==> config.mk <==
export PLATFORM = sky130hd
export DESIGN_NAME = mdio_master
export DESIGN_NICKNAME = d
export VERILOG_FILES = /design/src/rtl/mdio_master.sv
export SDC_FILE = /design/constraint.sdc
export NUM_CORES = 1
export LEC_CHECK = 0
export BUFFER_PORTS_ARGS = -buffer_cell sky130_fd_sc_hd__buf_4
export CORE_UTILIZATION = 50
export CTS_CLUSTER_SIZE = 28
export DETAILED_ROUTE_END_ITERATION = 8
export GPL_TIMING_DRIVEN = 0
export PLACE_DENSITY = 0.72
export SETUP_SLACK_MARGIN = 0.2
export SYNTH_ARGS = -nofsm -noshare
export SYNTH_HDL_FRONTEND = slang
export SYNTH_SLANG_ARGS = --single-unit
==> constraint.sdc <==
create_clock -name clk -period 1.9 [get_ports clk]
set_input_delay 0.19 -clock clk [delete_from_list [all_inputs] [get_ports clk]]
set_output_delay 0.19 -clock clk [all_outputs]
set_load 0.01 [all_outputs]
==> src/rtl/mdio_master.sv <==
module mdio_master #(
  parameter int DIV = 4
) (
  input  logic        clk,
  input  logic        rst_n,
  input  logic        req_valid,
  input  logic        req_write,
  input  logic [4:0]  req_phy,
  input  logic [4:0]  req_reg,
  input  logic [15:0] req_wdata,
  output logic        ready,
  output logic        done,
  output logic [15:0] rd_data,
  output logic        rd_err,
  output logic        mdc,
  output logic        mdio_o,
  output logic        mdio_oe,
  input  logic        mdio_i
);
  localparam int CW       = $clog2(DIV + 1);
  localparam int NBITS    = 64;
  localparam int RLS_BIT  = 46;
  localparam int TA_BIT   = 47;
  localparam int DAT_BIT  = 48;

  logic [CW-1:0] divcnt;
  logic [1:0]    ph;
  logic [6:0]    bitcnt;
  logic [63:0]   frame;
  logic [15:0]   shreg;
  logic          busy, is_rd, err_q;

  wire       tick    = (divcnt == CW'(DIV - 1));
  wire [6:0] nxt_bit = bitcnt + 7'd1;

  assign ready  = !busy;
  assign mdio_o = frame[63];

  always_ff @(posedge clk or negedge rst_n) begin
    if (!rst_n) begin
      busy    <= 1'b0;
      divcnt  <= '0;
      ph      <= 2'd0;
      bitcnt  <= '0;
      frame   <= '1;
      shreg   <= '0;
      is_rd   <= 1'b0;
      err_q   <= 1'b0;
      done    <= 1'b0;
      rd_data <= '0;
      rd_err  <= 1'b0;
      mdc     <= 1'b0;
      mdio_oe <= 1'b1;
    end else begin
      done <= 1'b0;
      if (!busy) begin
        if (req_valid) begin
          busy   <= 1'b1;
          divcnt <= '0;
          ph     <= 2'd0;
          bitcnt <= '0;
          is_rd  <= !req_write;
          err_q  <= 1'b0;
          frame  <= {32'hFFFF_FFFF, 2'b01, (req_write ? 2'b01 : 2'b10),
                     req_phy, req_reg, 2'b10, (req_write ? req_wdata : 16'hFFFF)};
        end
      end else begin
        divcnt <= tick ? '0 : divcnt + CW'(1);
        if (tick) begin
          case (ph)
            2'd0: begin
              if (bitcnt == 7'(NBITS)) begin
                busy <= 1'b0;
                done <= 1'b1;
                if (is_rd) begin
                  rd_err <= err_q;
                  if (!err_q) rd_data <= shreg;
                end else begin
                  rd_err <= 1'b0;
                end
              end else begin
                ph  <= 2'd1;
                mdc <= 1'b1;
                if (is_rd && bitcnt == 7'(TA_BIT)) err_q <= mdio_i;
                if (is_rd && bitcnt >= 7'(DAT_BIT)) shreg <= {shreg[14:0], mdio_i};
              end
            end
            2'd1: begin
              ph  <= 2'd2;
              mdc <= 1'b0;
            end
            default: begin
              ph      <= 2'd0;
              bitcnt  <= nxt_bit;
              frame   <= {frame[62:0], 1'b1};
              mdio_oe <= !(is_rd && nxt_bit >= 7'(RLS_BIT) && nxt_bit < 7'(NBITS));
            end
          endcase
        end
      end
    end
  end

  p_stable_high_r3: assert property (@(posedge clk) disable iff (!rst_n)
    mdc |-> ($stable(mdio_o) && $stable(mdio_oe)));

  p_dir_low_r5: assert property (@(posedge clk) disable iff (!rst_n)
    (mdio_oe != $past(mdio_oe)) |-> (!mdc && !$past(mdc)));

  p_release_busy_r5: assert property (@(posedge clk) disable iff (!rst_n)
    !mdio_oe |-> !ready);

  p_done_pulse_r8: assert property (@(posedge clk) disable iff (!rst_n)
    done |=> !done);

  p_done_ready_r8: assert property (@(posedge clk) disable iff (!rst_n)
    done |-> ready);

  p_accept_r8: assert property (@(posedge clk) disable iff (!rst_n)
    (ready && req_valid) |=> !ready);

  p_idle_lines_r9: assert property (@(posedge clk) disable iff (!rst_n)
    ready |-> (!mdc && mdio_oe && mdio_o));
endmodule

======== Word-level counts from Yosys, hierarchy flattened ========
Cells that the tools add are included.
storage, ports and cells
  logic and storage cells ................. 89
  output and inout port bits .............. 22
  input bits .............................. 31
  register bits after elaboration ......... 115
cells by class
  bitwise operators ....................... 4
  add/sub/neg operators ................... 2
  reduce and logical (&&, ||, !) cells .... 20
  equal/unequal tests ..................... 11
  $lt $le $gt $ge ......................... 3
  muxes and demuxes ....................... 36
operator list
  kind                 number
  $mux 64              4
  $mux 7               4
  $mux 1               17
  $mux 16              1
  $ge 7x6->1 const B   2
  $mux 2               5
  $reduce_and 5->1     2
  $mux 3               3
  $reduce_and 3->1     3
  $reduce_and 4->1     2
  $add 7x1->7 const B  1
  $eq 7x6->1 const B   1
  $eq 7x7->1 const B   1
  $lt 7x7->1 const B   1
  $ne 2x1->1 const B   3
  $ne 2x2->1 const B   3
  $reduce_and 6->1     1
  $logic_and 1x1->1    4
  $not 1->1            4
  $pmux 2 s2           1
  $reduce_bool 2->1    2
  $add 3x1->3 const B  1
  $eq 3x2->1 const B   1
  $logic_not 1->1      3
  6 further kinds      6

======== Depth between registers and ports, before layout ========
Gate-level depths: netlist of the first run.
  depth in word-level cells ............... 7
  gate-level depth with buffers ........... 8
  mapped depth without buffers ............ 6

======== Worst setup path before layout of the first run ========
OpenSTA, ideal clock, no wires.
  path type ............................... register -> register
  from .................................... register divcnt[0]
  to ...................................... register shreg[11]
  setup time .............................. 0.127 ns
  data required time ...................... 1.773 ns
  stages on the path, launching flop included .. 8
  path buffers ............................ 2
  setup slack ............................. -0.042 ns
  arrival ................................. 1.814 ns
  clock period less this slack ............ 1.942 ns
  path through ............................ dfrtp_1 ha_1 and4bb_4 nand2_1 or3b_1 buf_2 buf_6 mux2_1
between the ends
  cells in the longest elaborated chain, start to end .. 2
RTL lines
  item                               RTL line  text
  start, declared                    26        logic [CW-1:0] divcnt;
  start signal, assigned             68        divcnt <= tick ? '0 : divcnt + CW'(1);
  $eq 3x2->1                         33        wire tick = (divcnt == CW'(DIV - 1));
  $reduce_and 5->1 (no source line)  --
  end signal, assigned               85        if (is_rd && bitcnt >= 7'(DAT_BIT)) shreg <= {shreg[14:0], mdio_i};
  end, declared                      30        logic [15:0] shreg;
Every way passes these cells.
A chain may end at the register's enable or synchronous reset.

======== Worst setup path in the final report of the first run ========
  from .................................... register bitcnt[3]
  to ...................................... register rd_data[10]
between the ends
  cells in the longest elaborated chain, start to end .. 2
RTL lines
  item                               RTL line  text
  start, declared                    28        logic [6:0] bitcnt;
  start signal, assigned             94        bitcnt <= nxt_bit;
  $eq 7x7->1                         72        if (bitcnt == 7'(NBITS)) begin
  $reduce_and 6->1 (no source line)  --
  end signal, assigned               77        if (!err_q) rd_data <= shreg;
  end, declared                      13        output logic [15:0] rd_data,
Every way passes these cells.

==> results of run 1 <==
[cell usage after synthesis, types with 2 or more instances]
library cell / n / area share
nand3_1: 5 / 0.0050
mux2i_1: 11 / 0.022
or3_1: 2 / 0.0025
nand2_1: 101 / 0.076
nor2_1: 25 / 0.019
buf_6: 3 / 0.0068
mux2_2: 18 / 0.041
nand2b_1: 2 / 0.0025
o31ai_1: 2 / 0.0030
nor3_1: 2 / 0.0020
nor2b_1: 2 / 0.0025
and3_1: 2 / 0.0025
o21ai_0: 59 / 0.059
ha_1: 4 / 0.010
o22ai_1: 14 / 0.018
nor3b_1: 2 / 0.0030
buf_2: 2 / 0.0020
mux2_4: 10 / 0.030
a22oi_1: 2 / 0.0030
clkbuf_1: 25 / 0.019
mux2_1: 4 / 0.0090
a21oi_1: 18 / 0.018
dfstp_2: 65 / 0.34
a21o_1: 2 / 0.0030
dfrtp_1: 50 / 0.25
inv_1: 6 / 0.0045
[final timing paths]
check                              end  slack, ns  depth (start not counted)
hold reg to reg              frame[60]       0.45                          2
setup / recovery           rd_data[10]     -0.008                          6
min in group clk             frame[18]       0.02                          3
max in group asynchronous    frame[46]       1.16                          3
hold / removal             rd_data[15]       0.01                          2
setup reg to reg           rd_data[10]     -0.008                          6
[critical path: stages, from the launching register on]
cell	delay (ns)
dfrtp_2	0.42
nor4_4	0.28
nand3_2	0.11
or3_1	0.37
buf_6	0.15
clkbuf_16	0.16
mux2_4	0.30
[area by class of cell]
cell class	instances	share of cell area
Clock inverter	6	0.0117
Multi-Input combinational cell	310	0.285
Timing Repair Buffer	107	0.138
Sequential cell	115	0.433
Clock buffer	25	0.0693
Tap cell	133	0.0243
Inverter	6	0.00329
Buffer	31	0.0351
[flip-flops by register name, indices dropped and copies added (netlist names)]
signal and count:
frame 64, rd_data 16, shreg 16, bitcnt 7
divcnt 3, ph 2, busy 1, done 1
err_q 1, is_rd 1, mdc 1, mdio_oe 1
rd_err 1
[power by group]
group	internal, mW	total (mW)	switching, mW
clock network	1.95	3.00	1.05
registers	3.66	4.18	0.516
logic	1.09	2.15	1.06
[layer usage]
| layer | wire [µm] | global-route usage |
|---|---|---|
| met4 | 205 | 0.0868 |
| met5 | 0 | 0 |
| met2 | 5860 | 0.374 |
| met3 | 389 | 0.0752 |
| met1 | 4740 | 0.274 |
[kinds of logic (layout without fill, tap and decap cells)]
kind of cell / count (synthesis) / in the layout / share of synthesized area
buf+inv: 37 / 175 / 0.0360
fa+ha+maj: 4 / 4 / 0.0100
mux: 43 / 43 / 0.102
xor+xnor: 1 / 1 / 0.00175
simple gates: 155 / 155 / 0.139
flops: 115 / 115 / 0.592
compound gates: 107 / 107 / 0.120
[timing repair]
| action | 4_1_cts | 5_1_grt |
|---|---|---|
| endpoints found under the hold margin | 31 | 50 |
| gates resized for setup | 39 | 30 |
| setup endpoints to repair | 95 | 96 |
| hold buffers | 27 | 1 |
| pin swaps | 7 | 6 |
| setup buffers | 17 | 6 |
| cloned | 1 | 2 |
==> flow_metrics.tcl, run 1 <==
set metrics [dict create \
    antenna_found_initial 0 \
    synth_edf_count 0 \
    post-route-cell-area_um2 6850 \
    first_global_vias 3782 \
    synthArstFlopShare 1.00 \
    worstMarginPinSlew_ns 0.531 \
    gp_congestion 0.806 \
    power_leakage_nw 3.27 \
    peakVddDrop_uv 727 \
    clkTransAtPathRegs_ns 0.05 \
    cts_tree "yes" \
    arrival_ns 2.32 \
    clock_sinks 115 \
    grt-ovfl-total 0 \
    fmax_mhz 524 \
    die_w_um 102 \
    layout_min_cycle_time_ns 1.91 \
    ys_warn_count 0 \
    hold_class "primary input to async pin" \
    dr.pass1.iters 5 \
    drc 0 \
    finalCritPeriodShare 1.00 \
    coreArea_um2 9730 \
    via_per_inst 5.29 \
    final-setup-viol-count 1 \
    syn_inst 462 \
    syn_area_per_cell_um2 10.8 \
    multi_input_area_um2 1950 \
    hpwl_um 6320 \
    die_h_um 102 \
    slew_headroom 0.646 \
    cp-startpoint "bitcnt[3]" \
    path_class "flip-flop to flip-flop" \
    total_power_mw 9.32 \
    areaGrowthSynthToFinish_pct 36.9 \
    numCtsBuffers 17 \
    p_per_area_nw_per_um2 1360 \
    fin_ws_ns -0.00813 \
    stdcell_count 733 \
    dpl-instance-area_um2 5600 \
    mostFrequentLayoutCell "nand2_1" \
    dp_slack_ns -0.200 \
    drt_iter0_drc 213 \
    violations "negative setup slack" \
    grt_pass1_wl_um 17600 \
    fin_util 0.704 \
    status "finished, violations left" \
    setup_tns_ns -0.00813 \
    clkLatencyLatePin_ns 0.53 \
    synth_area_um2 5000 \
    rsz0062_at_grt "true" \
    fill_cells 712 \
    slew_violations 0 \
    layout-drive-gt1-share 0.410 \
    reg2reg_from "bitcnt[3]" \
    port_buffers 52 \
    maxCapViolCount 0 \
    syn_nets 497 \
    core.rowCount 36 \
    numPlacedInstances 647 \
    grt_max_degree 116 \
    diodes 0 \
    finClkSkew_ns 0.00863 \
    htreeDepth 4 \
    seq_area_frac_synth 0.592 \
    ant_nets 0 \
    num_vias 3878 \
    dieArea_um2 10400 \
    clk_root_buffer_cell "clkbuf_8" \
    regArea_um2 2960 \
    hold_ws_ns 0.0145 \
    cp-end-kind "flip-flop" \
    worstSetupStartpointType "flip-flop" \
    layout_common_cells "100 x nand2_1, 73 x buf_4, 65 x dfstp_2" \
    cp.required_ns 2.31 \
    pin_count 53 \
    final_nets 623 \
    wirelength_um 11200 \
    yosys.cell_types.count 50 \
    finalHoldViolations 0 \
    wl_per_cell_um 15.3 \
    synthFlopType "dfstp_2" \
    initial_utilization 0.514 \
    cts_max_path_buffers 2 \
    track_usage 0.226 \
    ys_seq_elements 115 \
    worstPathMaxFanout 5 \
]
Power figures use the tool's default switching activity.
==> run 2, diff against run 1 <==
clock period = 1.6 ns   (was 1.9 ns; I/O delays follow)
==> run 2 against run 1 <==
Against the previous run:
- the flow still finishes with violations (negative setup slack)
- sequential power rose by 28%
- design area rose by 17%
- sequential share of layout area fell by 6.2 points
- wire length rose by 41%
- die area did not move
- cell count rose by 3.7%
- hold slack improved by 0.048 ns
- critical path type unchanged
==> flow_metrics.tcl, run 2 (synthesis results as in run 1) <==
set metrics [dict create \
    track_usage 0.277 \
    finalCritPeriodShare 1.26 \
    wirelength_um 15700 \
    ff2ff_path_depth 7 \
    clkLatencyLatePin_ns 0.52 \
    max_stage_delay_ns 0.42 \
    total_power_mw 13.2 \
    clk_root_buffer_cell "clkbuf_8" \
    r2r-end "shreg[11]" \
    cp-startpoint "divcnt[0]" \
    layout_min_cycle_time_ns 2.02 \
    hold_class "primary input to async pin" \
    cp-end-kind "flip-flop" \
    cpLargestDelayFamily "simple AND/OR/NAND/NOR gates" \
    maxCapViolCount 0 \
    slowest_stage "dfrtp_1" \
    peakVddDrop_uv 1200 \
    first_global_vias 4350 \
    final_nets 649 \
    largest_reg_flops 64 \
    layout_common_cells "68 x buf_4, 65 x dfstp_2, 52 x nand2_1" \
    mostFrequentLayoutCell "buf_4" \
    regArea_um2 2970 \
    drt_iter0_drc 271 \
    clkTransAtPathRegs_ns 0.06 \
    status "finished, violations left" \
    cts_tree "yes" \
    slew_violations 0 \
    pin_count 53 \
    cp.required_ns 2.01 \
    grt_max_degree 116 \
    violations "negative setup slack" \
    core.rowCount 36 \
    p_per_area_nw_per_um2 1650 \
    dr.pass1.iters 5 \
    wl_per_cell_um 20.7 \
    hpwl_um 6360 \
    fmax_mhz 495 \
    htreeDepth 4 \
    arrival_ns 2.43 \
    worstMarginPinSlew_ns 0.549 \
    finalHoldViolations 0 \
    fill_cells 455 \
    crit_buf_inv 2 \
    die_h_um 102 \
    cts_max_path_buffers 2 \
    largest-register "frame" \
    largest_registers "frame x64, rd_data x16, shreg x16" \
    ant_nets 0 \
    initial_utilization 0.514 \
    crit_end "shreg[11]" \
    clock_sinks 115 \
    fin_ws_ns -0.419 \
    reg2reg_from "divcnt[0]" \
    numCtsBuffers 17 \
    drc 0 \
    hold_ws_ns 0.0622 \
    gp_congestion 0.844 \
    port_buffers 52 \
    die_w_um 102 \
    cp_num_cells 7 \
    coreArea_um2 9730 \
    dieArea_um2 10400 \
    layout-drive-gt1-share 0.638 \
    worstPathMaxFanout 5 \
    via_per_inst 5.86 \
    multi_input_area_um2 2510 \
    final-setup-viol-count 108 \
    grt-ovfl-total 0 \
    num_vias 4455 \
    rsz0062_at_grt "true" \
    antenna_found_initial 0 \
    slew_headroom 0.634 \
    worstSetupStartpointType "flip-flop" \
    areaGrowthSynthToFinish_pct 59.9 \
    r2r_slack_ns -0.42 \
    power_leakage_nw 3.69 \
    finClkSkew_ns 0.00695 \
    grt_pass1_wl_um 21400 \
    path_class "flip-flop to flip-flop" \
    diodes 0 \
    crit_path_cell_trace "ha_4, and4bb_4, nand2_2, or3b_1, buf_6, buf_12, mux2_4" \
]
-- run 2: changes by cell type in the layout (fill, tap and decap cells not counted), moves of 15 or more --
cell	delta
o21ai_0	-50
nand2_1	-48
o21ai_2	+34
nand2_2	+33
buf_6	+18
buf_8	+15
o21ai_1	+15
-- run 2: worst register-to-register path, cell delays in order (launching register included) --
cell,delay [ns]
dfrtp_1,0.42
ha_4,0.16
and4bb_4,0.26
nand2_2,0.06
or3b_1,0.42
buf_6,0.16
buf_12,0.13
mux2_4,0.30
-- run 2: repair_timing --
action | in CTS | in global routing
cloned | 12 | 2
pin swaps | 55 | 27
hold buffers | 28 | 1
setup buffers | 29 | 8
gates resized for setup | 185 | 130
hold endpoints to repair | 33 | 65
endpoints found under the setup margin | 111 | 114
-- run 2: worst min path at each step --
stage,from,depth (start not counted),slack [ns],to
2_1_floorplan,rst_n,0,-0.14,bitcnt[0]
3_3_place_gp,req_valid,2,0.38,ph[0]
3_5_place_dp,req_valid,2,0.38,ph[0]
4_1_cts,rst_n,1,0.01,rd_data[0]
5_1_grt,req_wdata[15],4,0.08,frame[15]
6_report,rst_n,2,0.06,rd_data[0]
-- run 2: layout make-up --
type                       count  area share
clock inverter                 8      0.0122
sequential                   115       0.371
timing repair buffer         133       0.162
tap                          133      0.0208
buffer                        31      0.0546
multi-input combinational    310       0.314
clock buffer                  24      0.0626
inverter                       6     0.00313
-- run 2: report_power, final --
group | total [mW] | switching, mW | internal (mW)
registers | 5.35 | 0.969 | 4.38
clock network | 3.79 | 1.34 | 2.46
logic | 4.01 | 1.98 | 2.03
total | 13.2 | 4.29 | 8.87
-- run 2: routing by layer --
metal,part of all wire,track usage
met1,0.39,0.317
met2,0.52,0.467
met3,0.055,0.0821
met4,0.038,0.151
met5,0,0
-- run 2: through the flow --
step | cell area [µm²] | utilization | cells | setup WS, ns | setup TNS, ns
CTS | 7410 | 0.761 | 748 | -0.320 | -14.37
finish | 8000 | 0.822 | 760 | -0.419 | -28.63
detailed placement | 5630 | 0.579 | 647 | -0.363 | -13.56
floorplan | 5070 | - | 462 | -0.271 | -6.46
global route | 8000 | 0.822 | 760 | -0.454 | -33.81
global placement | 5630 | 0.579 | 647 | -0.364 | -13.54
